**src/rtl/bsz_pkg.sv**
```systemverilog
package bsz_pkg;

   // Port width code as returned on the acknowledge lines
   typedef enum logic [1:0] {
      PW_NONE = 2'b00,
      PW_8    = 2'b01,
      PW_16   = 2'b10,
      PW_32   = 2'b11
   } port_w_e;

   typedef enum logic [1:0] {
      ST_IDLE,
      ST_XFER,
      ST_GAP,
      ST_DONE
   } seq_st_e;

   function automatic logic [2:0] port_bytes(port_w_e w);
      case (w)
         PW_8:    return 3'd1;
         PW_16:   return 3'd2;
         PW_32:   return 3'd4;
         default: return 3'd0;
      endcase
   endfunction

   function automatic logic [2:0] req_bytes(logic [1:0] sz);
      case (sz)
         2'b01:   return 3'd1;
         2'b10:   return 3'd2;
         default: return 3'd4;
      endcase
   endfunction

endpackage

```
**src/rtl/bsz_ctrl.sv**
```systemverilog
module bsz_ctrl
   import bsz_pkg::*;
#(
   parameter int ADDR_W = 2,
   parameter int CNT_W  = 3
) (
   input  logic              clk,
   input  logic              rst_n,
   input  logic              sel,
   input  logic [ADDR_W-1:0] addr_in,
   input  logic [1:0]        size_in,
   input  logic              rd_in,
   input  logic [1:0]        ack_in,
   output logic              strobe,
   output logic              cpu_ack,
   output logic              busy,
   output logic              start,
   output logic              beat,
   output logic [ADDR_W-1:0] cur_addr,
   output logic [CNT_W-1:0]  step,
   output port_w_e           eff_w,
   output port_w_e           lk_w,
   output logic              known,
   output logic              rd_q
);

   seq_st_e          st;
   logic [CNT_W-1:0] rem;
   logic [CNT_W-1:0] wb;
   logic [CNT_W-1:0] off;
   logic [CNT_W-1:0] room;

   assign eff_w   = known ? lk_w : port_w_e'(ack_in);
   assign strobe  = (st == ST_XFER);
   assign cpu_ack = (st == ST_DONE);
   assign busy    = (st != ST_IDLE);
   assign start   = (st == ST_IDLE) && sel;
   assign beat    = strobe && sel && (ack_in != 2'b00);

   always_comb begin
      wb   = port_bytes(eff_w);
      off  = CNT_W'(cur_addr) & (wb - CNT_W'(1));
      room = wb - off;
      step = (rem < room) ? rem : room;
   end

   always_ff @(posedge clk or negedge rst_n) begin
      if (!rst_n) begin
         st       <= ST_IDLE;
         cur_addr <= '0;
         rem      <= '0;
         rd_q     <= 1'b0;
         known    <= 1'b0;
         lk_w     <= PW_NONE;
      end else begin
         case (st)
            ST_IDLE: begin
               if (sel) begin
                  cur_addr <= addr_in;
                  rem      <= req_bytes(size_in);
                  rd_q     <= rd_in;
                  known    <= 1'b0;
                  st       <= ST_XFER;
               end
            end
            ST_XFER: begin
               if (!sel) begin
                  st <= ST_IDLE;
               end else if (beat) begin
                  if (!known) begin
                     known <= 1'b1;
                     lk_w  <= port_w_e'(ack_in);
                  end
                  cur_addr <= cur_addr + ADDR_W'(step);
                  rem      <= rem - step;
                  st       <= (rem == step) ? ST_DONE : ST_GAP;
               end
            end
            ST_GAP:  st <= sel ? ST_XFER : ST_IDLE;
            default: st <= ST_IDLE;
         endcase
      end
   end

   // wait code freezes the transfer
   assert_wait_hold_R4: assert property (@(posedge clk) disable iff (!rst_n)
      (strobe && sel && ack_in == 2'b00) |=> (strobe && $stable(cur_addr)));

   // dropping the select while strobed abandons the access
   assert_abort_clean_R11: assert property (@(posedge clk) disable iff (!rst_n)
      (strobe && !sel) |=> (!strobe && !cpu_ack));

   // width is frozen once learned
   assert_width_lock_R12: assert property (@(posedge clk) disable iff (!rst_n)
      (known && busy) |=> (lk_w == $past(lk_w)));

   // completion pulse follows a peripheral beat and lasts one cycle
   assert_ack_after_beat_R10: assert property (@(posedge clk) disable iff (!rst_n)
      cpu_ack |-> $past(beat));
   assert_ack_single_R10: assert property (@(posedge clk) disable iff (!rst_n)
      cpu_ack |=> !cpu_ack);

endmodule

```
**src/rtl/bsz_wr_steer.sv**
```systemverilog
module bsz_wr_steer
   import bsz_pkg::*;
#(
   parameter int CPU_DW = 32,
   parameter int PER_DW = 16,
   parameter int ADDR_W = 2,
   parameter int CNT_W  = 3
) (
   input  logic              clk,
   input  logic              rst_n,
   input  logic              start,
   input  logic [CPU_DW-1:0] cpu_wdata,
   input  logic              strobe,
   input  logic              sel,
   input  logic              rd_q,
   input  logic [1:0]        ack_in,
   input  logic [ADDR_W-1:0] cur_addr,
   input  logic [CNT_W-1:0]  step,
   input  port_w_e           eff_w,
   output logic [PER_DW-1:0] per_wdata,
   output logic              we_full,
   output logic              we_hi,
   output logic              we_lo
);

   localparam int LANE = 8;

   logic [CPU_DW-1:0] wd_q;
   logic [ADDR_W-1:0] pair_addr;
   logic              act;

   function automatic logic [LANE-1:0] pick(logic [CPU_DW-1:0] w, logic [ADDR_W-1:0] a);
      return w[(CPU_DW-1) - LANE*int'(a) -: LANE];
   endfunction

   always_ff @(posedge clk or negedge rst_n) begin
      if (!rst_n)     wd_q <= '0;
      else if (start) wd_q <= cpu_wdata;
   end

   // address-only steering: valid for every port width
   assign pair_addr = cur_addr | ADDR_W'(1);
   assign per_wdata = {pick(wd_q, cur_addr), pick(wd_q, pair_addr)};

   assign act = strobe && sel && !rd_q && (ack_in != 2'b00);

   always_comb begin
      we_full = 1'b0;
      we_hi   = 1'b0;
      we_lo   = 1'b0;
      if (act) begin
         case (eff_w)
            PW_32: we_full = 1'b1;
            PW_16: begin
               we_hi = !cur_addr[0];
               we_lo = cur_addr[0] || (step >= CNT_W'(2));
            end
            PW_8:  we_hi = 1'b1;
            default: ;
         endcase
      end
   end

   // a lone lower enable only ever serves an odd byte
   assert_lo_only_odd_R7: assert property (@(posedge clk) disable iff (!rst_n)
      (we_lo && !we_hi) |-> cur_addr[0]);

   // write lanes do not move during wait states
   assert_wdata_hold_R6: assert property (@(posedge clk) disable iff (!rst_n)
      (strobe && sel && ack_in == 2'b00) |=> $stable(per_wdata));

endmodule

```
**src/rtl/bsz_rd_assemble.sv**
```systemverilog
module bsz_rd_assemble
   import bsz_pkg::*;
#(
   parameter int CPU_DW = 32,
   parameter int PER_DW = 16,
   parameter int ADDR_W = 2,
   parameter int CNT_W  = 3
) (
   input  logic              clk,
   input  logic              rst_n,
   input  logic              start,
   input  logic              beat,
   input  logic              rd_q,
   input  logic [ADDR_W-1:0] cur_addr,
   input  logic [CNT_W-1:0]  step,
   input  port_w_e           eff_w,
   input  logic [PER_DW-1:0] per_rdata,
   output logic [CPU_DW-1:0] rbuf
);

   localparam int LANE   = 8;
   localparam int NBYTES = CPU_DW / LANE;
   localparam int SPAN_W = CNT_W + 1;

   logic [LANE-1:0]   up_lane;
   logic [LANE-1:0]   dn_lane;
   logic [SPAN_W-1:0] span_lo;
   logic [SPAN_W-1:0] span_hi;

   assign up_lane = per_rdata[PER_DW-1 -: LANE];
   assign dn_lane = per_rdata[PER_DW-LANE-1 -: LANE];
   assign span_lo = SPAN_W'(cur_addr);
   assign span_hi = span_lo + SPAN_W'(step);

   for (genvar a = 0; a < NBYTES; a++) begin : g_byte
      logic            covered;
      logic            ok;
      logic [LANE-1:0] src;

      assign covered = (SPAN_W'(a) >= span_lo) && (SPAN_W'(a) < span_hi);

      always_comb begin
         src = up_lane;
         ok  = 1'b1;
         case (eff_w)
            PW_16: src = (a % 2 == 1) ? dn_lane : up_lane;
            PW_32: begin
               ok  = (a < 2);
               src = (a == 0) ? up_lane : dn_lane;
            end
            default: ;
         endcase
      end

      always_ff @(posedge clk or negedge rst_n) begin
         if (!rst_n)
            rbuf[CPU_DW-1-LANE*a -: LANE] <= '0;
         else if (start)
            rbuf[CPU_DW-1-LANE*a -: LANE] <= '0;
         else if (beat && rd_q && covered && ok)
            rbuf[CPU_DW-1-LANE*a -: LANE] <= src;
      end
   end

endmodule

```
**src/rtl/dyn_bus_sizer.sv**
```systemverilog
module dyn_bus_sizer
   import bsz_pkg::*;
#(
   parameter int CPU_DW = 32,
   parameter int PER_DW = 16
) (
   input  logic              clk,
   input  logic              rst_n,
   input  logic              cpu_sel,
   input  logic [1:0]        cpu_addr,
   input  logic [1:0]        cpu_size,
   input  logic              cpu_rd,
   input  logic [CPU_DW-1:0] cpu_wdata,
   output logic [CPU_DW-1:0] cpu_rdata,
   output logic              cpu_ack,
   output logic              cpu_lo_oe,
   output logic [1:0]        per_addr,
   output logic              per_strobe,
   output logic              per_we_full,
   output logic              per_we_hi,
   output logic              per_we_lo,
   input  logic [1:0]        per_ack,
   output logic [PER_DW-1:0] per_wdata,
   input  logic [PER_DW-1:0] per_rdata,
   output logic              xcvr_en,
   output logic              xcvr_dir
);

   localparam int NBYTES = CPU_DW / 8;
   localparam int ADDR_W = $clog2(NBYTES);
   localparam int CNT_W  = ADDR_W + 1;

   if (CPU_DW != 32) begin : g_bad_cpu_dw
      $error("dyn_bus_sizer: CPU_DW must be 32");
   end
   if (PER_DW * 2 != CPU_DW) begin : g_bad_per_dw
      $error("dyn_bus_sizer: PER_DW must be half of CPU_DW");
   end

   logic              busy, start, beat, known, rd_q;
   logic [ADDR_W-1:0] cur_addr;
   logic [CNT_W-1:0]  step;
   port_w_e           eff_w, lk_w;

   bsz_ctrl #(.ADDR_W(ADDR_W), .CNT_W(CNT_W)) ctrl_i (
      .clk      (clk),
      .rst_n    (rst_n),
      .sel      (cpu_sel),
      .addr_in  (cpu_addr),
      .size_in  (cpu_size),
      .rd_in    (cpu_rd),
      .ack_in   (per_ack),
      .strobe   (per_strobe),
      .cpu_ack  (cpu_ack),
      .busy     (busy),
      .start    (start),
      .beat     (beat),
      .cur_addr (cur_addr),
      .step     (step),
      .eff_w    (eff_w),
      .lk_w     (lk_w),
      .known    (known),
      .rd_q     (rd_q)
   );

   bsz_wr_steer #(.CPU_DW(CPU_DW), .PER_DW(PER_DW), .ADDR_W(ADDR_W), .CNT_W(CNT_W)) wr_i (
      .clk       (clk),
      .rst_n     (rst_n),
      .start     (start),
      .cpu_wdata (cpu_wdata),
      .strobe    (per_strobe),
      .sel       (cpu_sel),
      .rd_q      (rd_q),
      .ack_in    (per_ack),
      .cur_addr  (cur_addr),
      .step      (step),
      .eff_w     (eff_w),
      .per_wdata (per_wdata),
      .we_full   (per_we_full),
      .we_hi     (per_we_hi),
      .we_lo     (per_we_lo)
   );

   bsz_rd_assemble #(.CPU_DW(CPU_DW), .PER_DW(PER_DW), .ADDR_W(ADDR_W), .CNT_W(CNT_W)) rd_i (
      .clk       (clk),
      .rst_n     (rst_n),
      .start     (start),
      .beat      (beat),
      .rd_q      (rd_q),
      .cur_addr  (cur_addr),
      .step      (step),
      .eff_w     (eff_w),
      .per_rdata (per_rdata),
      .rbuf      (cpu_rdata)
   );

   assign per_addr  = cur_addr;
   assign cpu_lo_oe = busy && rd_q && known && (lk_w != PW_32);
   assign xcvr_en   = busy && (eff_w == PW_32);
   assign xcvr_dir  = rd_q;

   // lower lanes open only right after a peripheral has answered
   assert_lo_oe_after_beat_R8: assert property (@(posedge clk) disable iff (!rst_n)
      $rose(cpu_lo_oe) |-> $past(beat));

   // no write strobe ever accompanies a read
   assert_no_we_on_read_R7: assert property (@(posedge clk) disable iff (!rst_n)
      (per_we_full || per_we_hi || per_we_lo) |-> !xcvr_dir);

endmodule

```
**config.mk**
```make
export PLATFORM = sky130hd
export DESIGN_NAME = dyn_bus_sizer
export DESIGN_NICKNAME = d
export VERILOG_FILES = /design/src/rtl/bsz_pkg.sv /design/src/rtl/bsz_ctrl.sv /design/src/rtl/bsz_wr_steer.sv /design/src/rtl/bsz_rd_assemble.sv /design/src/rtl/dyn_bus_sizer.sv
export SDC_FILE = /design/constraint.sdc
export NUM_CORES = 1
export LEC_CHECK = 0
export ABC_AREA = 1
export BUFFER_PORTS_ARGS = -buffer_cell sky130_fd_sc_hd__buf_2
export CAP_MARGIN = 20
export CORE_MARGIN = 2
export CORE_UTILIZATION = 40
export CTS_BUF_LIST = sky130_fd_sc_hd__clkbuf_8
export DETAILED_ROUTE_END_ITERATION = 10
export GPL_ROUTABILITY_DRIVEN = 0
export HOLD_SLACK_MARGIN = 0.1
export PLACE_DENSITY = 0.69
export SLEW_MARGIN = 20
export SYNTH_ARGS = -nofsm -noshare
export SYNTH_HDL_FRONTEND = slang
export SYNTH_SLANG_ARGS = --single-unit
```
**constraint.sdc**
```tcl
create_clock -name clk -period 9.1 [get_ports clk]
set_input_delay 1.82 -clock clk [delete_from_list [all_inputs] [get_ports clk]]
set_output_delay 1.82 -clock clk [all_outputs]
set_load 0.02 [all_outputs]
```
; After elaboration in Yosys (flattened, before gate mapping)
; Cells that the tools add are included.
[word_totals]
regBits = 75
input_bits = 58
wordCells = 120
[classes]
bitwise_logic = 1
reduce_logical = 36
n_eq_ne = 14
magnitude_cmp = 10
add_sub_neg = 7
n_shift = 2
mux = 39
[op_table]
columns = cell, n
row1 = $mux W8, 10
row2 = $shiftx A39 B32 Y8, 2
row3 = $logic_and A1 B1 Y1, 20
row4 = $mux W2, 7
row5 = $reduce_bool A2 Y1, 7
row6 = $mux W3, 4
row7 = $pmux W3 S2, 2
row8 = $sub A5 B5 Y6 const A, 2
row9 = $mux W1, 11
row10 = $eq A2 B2 Y1 const B, 5
row11 = $pmux W3 S3, 1
row12 = $lt A1 B4 Y1 const A, 2
row13 = $lt A2 B4 Y1 const A, 2
row14 = $eq A2 B1 Y1 const B, 3
row15 = $ne A2 B2 Y1 const B, 3
row16 = $pmux W2 S3, 1
row17 = $sub A3 B3 Y3, 2
row18 = $add A2 B3 Y4, 1
row19 = $ge A1 B2 Y1 const A, 2
row20 = $ge A2 B2 Y1 const A, 2
row21 = $pmux W1 S2, 2
row22 = $pmux W2 S2, 1
row23 = $reduce_and A2 Y1, 2
row24 = $reduce_and A4 Y1, 1
row25 = other kinds (13), 14

; Logic depth before layout (Yosys ltp)
[depth]
ltp_word = 15
mapped_depth = 29

; By module
; A second synthesis with hierarchy kept.
[hier_totals]
cells_unflattened = 563
hier_area_um2 = 4401.7
[modules_own_cells]
columns = module, seq_area_each_um2, cells_per_inst, n_inst, area_per_inst_um2
row1 = bsz_rd_assemble, 800.8, 216, 1, 1805.5
row2 = bsz_wr_steer, 800.8, 228, 1, 1687.9
row3 = bsz_ctrl, 275.3, 112, 1, 880.8
row4 = dyn_bus_sizer, 0.0, 7, 1, 27.5

; Worst setup path before layout
; No wires, ideal clock.
[synth_timing]
kind = input to output
startpoint = input port per_ack[0]
endpoint = output port per_we_lo
path_stages = 16
required_ns = 7.280
arrival_ns = 4.174
path_buffers = 0
setup_slack_ns = 3.106
path_cell_list = o21ai_0 inv_1 ha_1 or2_2 ha_1 a21oi_1 o21ai_0 xor2_1 inv_1 ha_1 inv_1 a21oi_1 nand3_1 nand3_1 nand2_1 inv_1
[synth_via]
elab_chain_len = 12
elab_cells_between_ends = 16
[synth_rtl]
columns = element, line
row1 = from (decl), dyn_bus_sizer.sv:22  ; input logic [1:0] per_ack,
row2 = $mux W2 (*), --
row3 = net ctrl_i.eff_w[0], bsz_ctrl.sv:21  ; output port_w_e eff_w,
row4 = $eq A2 B2 Y1 (tied with other cells), bsz_pkg.sv:19  ; case (w)
row5 = $pmux W3 S3, bsz_pkg.sv:19
row6 = $sub A3 B1 Y3, bsz_ctrl.sv:42  ; off = CNT_W'(cur_addr) & (wb - CNT_W'(1));
row7 = $and A2 B3 Y3, bsz_ctrl.sv:42
row8 = $sub A3 B3 Y3, bsz_ctrl.sv:43  ; room = wb - off;
row9 = $lt A3 B3 Y1, bsz_ctrl.sv:44  ; step = (rem < room) ? rem : room;
row10 = $mux W3, bsz_ctrl.sv:44
row11 = $ge A3 B2 Y1, bsz_wr_steer.sv:56  ; we_lo = cur_addr[0] || (step >= CNT_W'(2));
row12 = $logic_or A1 B1 Y1, bsz_wr_steer.sv:56
row13 = $mux W1 (*), bsz_wr_steer.sv:52  ; case (eff_w)
row14 = $mux W1 (*), bsz_wr_steer.sv:51  ; if (act) begin
row15 = to (decl), dyn_bus_sizer.sv:21  ; output logic per_we_lo,
; Mark *: on every way through the listed nets, which the timed path passes. The rest lies on a longest branch.

; Worst setup path in the final report
; Same ends and word-level chain as after synthesis.

==> flow_metrics.env <==
export IMPL_worstSetupStartpointType="primary input"
export IMPL_postCtsSetupRepairBufs=0
export IMPL_muxShareOfSynthArea=0
export IMPL_antenna_left=0
export IMPL_drt_iter0_markers=188
export IMPL_rsz0062_at_grt="false"
export IMPL_holdPathEnd="wr_i.wd_q[12]$_DFFE_PN0P_"
export IMPL_clockBufferDepth=2
export IMPL_hpwl_um=7950
export IMPL_hp_class="flip-flop to flip-flop"
export IMPL_synth_compound_area_frac=0.0780
export IMPL_grt_pass1_wl_um=17900
export IMPL_hp_start="wr_i.wd_q[12]$_DFFE_PN0P_"
export IMPL_cp_startpoint="per_ack[0]"
export IMPL_gr_total_overflow=0
export IMPL_ios=116
export IMPL_endpoint_kind="output pin"
export IMPL_synth_nets=602
export IMPL_drive_above_1_share=0.263
export IMPL_via_count=3869
export IMPL_grt_pass1_vias=3738
export IMPL_design_core_area_mm2=0.0102
export IMPL_yosys_area_share_adder=0.0574
export IMPL_fin_tns_setup_ps=0
export IMPL_clk_pin_slew_ps=80
export IMPL_ctsResizeCount=0
export IMPL_cp_cell_sequence="buf_2, o21ai_0, inv_1, ha_1, or2_2, ha_1, a21oi_1, o21ai_0, xor2_1, inv_1, ha_1, inv_1, a21oi_1, nand2_1, nand2_1, nand3_1, nand2_1, inv_1, buf_2"
export IMPL_clk_latency_ps=370
export IMPL_finalCriticalPeriod_ps=6620
export IMPL_synth_area_mm2=0.00419
export IMPL_pwr_share_comb=0.635
export IMPL_p_per_area_mw_per_mm2=441
export IMPL_worstPathArrival_ps=4800
export IMPL_dp_slack_ps=2560
export IMPL_finalClockSkew_ps=11.1
export IMPL_fmax_ghz=0.151
export IMPL_syn_area_per_cell_um2=7.96
export IMPL_ys_warn_count=0
export IMPL_die_w_um=106
export IMPL_cp_num_buf_inv=6
export IMPL_drc=0
export IMPL_crit_required_ps=7280
export IMPL_r2r_start="ctrl_i.known$_DFFE_PN0P_"
export IMPL_status="finished, final reports clean"
export IMPL_start_util=0.409
export IMPL_ctsHoldBuffers=0
export IMPL_p_leak_nw=2.82
export IMPL_slew_headroom=0.309
export IMPL_cp_max_fo=4
export IMPL_p_sw_mw=1.22
export IMPL_cp_common_cell="inv_1"
export IMPL_worstMarginPinSlew_ps=1030
export IMPL_ir_drop_uv=282
export IMPL_drt_first_pass_iters=5
export IMPL_routed_wl_um=10900
export IMPL_grt_total_usage=0.203
export IMPL_slowest_delay_ps=310
export IMPL_criticalPathCategory="primary input to output pin"
export IMPL_cp_num_cells=19
export IMPL_numCtsBuffers=9
export IMPL_hold_path_depth=2
export IMPL_seq_area_frac_synth=0.448
export IMPL_swShare=0.548
export IMPL_cap_viol_max_count=0
export IMPL_setup_slack_ps=2480
export IMPL_postSynthCellCount=526
export IMPL_final_net_count=709
export IMPL_r2r_end="rd_i.rbuf[24]$_DFFE_PN0P_"
export IMPL_ys_types=32
export IMPL_synthSimpleGateAreaFrac=0.353
export IMPL_die_h_um=106
export IMPL_synth_seq_cells=75
export IMPL_cts_sinks=75
export IMPL_power_mw=2.22
export IMPL_p_int_mw=1.00
export IMPL_cts_root_buf="clkbuf_8"
export IMPL_crit_slowest_cell="o21ai_0"
export IMPL_via_per_inst=5.00
export IMPL_setup_violations=0
export IMPL_antenna_found_initial=0
export IMPL_syn2layout_area_growth_pct=20.3
export IMPL_tritoncts="yes"
export IMPL_die_area_mm2=0.0113
export IMPL_post_route_period_util=0.727
export IMPL_synth_top_family_by_area="simple AND/OR/NAND/NOR gates"
export IMPL_portBuffers=115
export IMPL_htreeDepth=3
export IMPL_diodes=0
export IMPL_synthXorXnorAreaFrac=0.00419
export IMPL_grt_max_degree=76
export IMPL_power_frac_clock=0.108
export IMPL_slew_viol_final=0
export IMPL_rows=37
export IMPL_crit_family="adder cells"
export IMPL_r2r_slack_ps=4140
export IMPL_ff2ff_path_depth=26
export IMPL_hold_viol=0
export IMPL_pwr_share_seq=0.257
export IMPL_drt_wirelength_per_cell_um=14.0
export IMPL_nFillCells=1009
[worst reg2reg max path, stage by stage (launching register included)]
cell	delay (ps)
dfrtp_1	360
inv_1	70
or2_2	260
o21ai_0	150
inv_1	170
ha_1	260
or2_2	300
ha_1	180
a21oi_1	100
o21ai_0	120
xor2_1	250
inv_1	90
ha_1	300
inv_1	40
a21oi_1	200
nand2_1	120
o21ai_0	300
ha_1	240
inv_1	60
fa_1	380
nand2_1	90
nand2_1	80
nor2_4	220
nand2_2	180
nand2_2	190
nand3_1	90
nand2_1	110
[routing by layer]
layer,part of all wire,global-route usage,up-vias
met5,0,0,-
met4,0.021,0.0742,0
met3,0.063,0.0540,16
met2,0.46,0.307,126
met1,0.46,0.279,1806
li1,-,-,1921
[worst max path at each step]
| stage | to | slack (ps) |
|---|---|---|
| floorplan | per_we_lo | 3110 |
| global placement | per_we_lo | 2730 |
| detailed placement | per_we_lo | 2560 |
| CTS | per_we_lo | 2470 |
| global route | per_we_lo | 2270 |
| finish | per_we_lo | 2480 |
[layout by cell type, fill, tap and decap left out, types with 2 or more instances in the layout]
| cell | synthesis | final |
|---|---|---|
| nand3_2 | 10 | 10 |
| nand2_2 | 8 | 8 |
| o21ai_0 | 37 | 37 |
| clkbuf_8 | 0 | 10 |
| o221ai_1 | 8 | 8 |
| o211ai_1 | 2 | 2 |
| clkinvlp_4 | 0 | 3 |
| nor2_8 | 3 | 3 |
| buf_2 | 6 | 114 |
| nand2_1 | 167 | 167 |
| nor2_1 | 47 | 47 |
| ha_1 | 16 | 16 |
| dfrtp_1 | 75 | 75 |
| inv_1 | 35 | 36 |
| or2_2 | 3 | 3 |
| a31oi_1 | 3 | 3 |
| nor2_4 | 4 | 4 |
| nor3_1 | 9 | 9 |
| a21oi_1 | 3 | 3 |
| nand3_1 | 60 | 60 |
| inv_2 | 5 | 5 |
| fa_1 | 2 | 2 |
[synthesized netlist by cell type, drive strengths merged]
library cell,number,share of area
a21oi,3,0.0036
a311oi,1,0.0021
o21ai,38,0.045
clkbuf,9,0.0081
nor3,10,0.015
o211ai,2,0.0036
a2111oi,1,0.0021
nand3,70,0.096
a31oi,3,0.0045
nand2,177,0.17
ha,16,0.048
fa,2,0.0096
o221ai,8,0.017
inv,40,0.036
nor2,55,0.069
xor2,1,0.0021
or2,3,0.0045
xnor2,1,0.0021
dfrtp,75,0.45
buf,11,0.015
[sequential cells by signal, indices dropped and copies added, names as in the netlist]
register,flops
wr_i.wd_q,32
ctrl_i.st,2
ctrl_i.cur_addr,2
ctrl_i.lk_w,2
ctrl_i.rem,3
rd_i.rbuf,32
ctrl_i.rd_q,1
ctrl_i.known,1
[area by class of cell]
cell class              count  area [µm²]  share of cell area
repair buffers            116         598               0.119
clock buffers              10         138              0.0273
well taps                 136         170              0.0338
clock inverters             6        40.0             0.00795
flip-flops and latches     75        1880               0.373
multi-input cells         391        2060               0.409
inverters                  40         150              0.0298
[metrics by stage]
step            util  cells  hold slack [ps]  instance area, µm²
2_1_floorplan      -    526              437                4190
3_3_place_gp   0.473    757              450                4840
3_5_place_dp   0.473    757              455                4840
4_1_cts        0.490    773              476                5010
5_1_grt        0.492    774              496                5030
6_report       0.492    774              472                5030
[cell families after synthesis]
| kind of cell | count (synthesis) |
|---|---|
| buf+inv | 60 |
| fa+ha+maj | 18 |
| xor+xnor | 2 |
| flops | 75 |
| simple gates | 315 |
| compound gates | 56 |
[power groups by stage]
stage                     Combinational [mW]  Clock (mW)  Sequential [mW]
after global placement                  1.35           0            0.572
after detailed placement                1.39           0            0.578
after CTS                               1.41       0.245            0.572
final                                   1.41       0.239            0.570
after floorplan                         1.02           0            0.592
after global routing                    1.58       0.258            0.590
(Power assumes the default switching activity.)
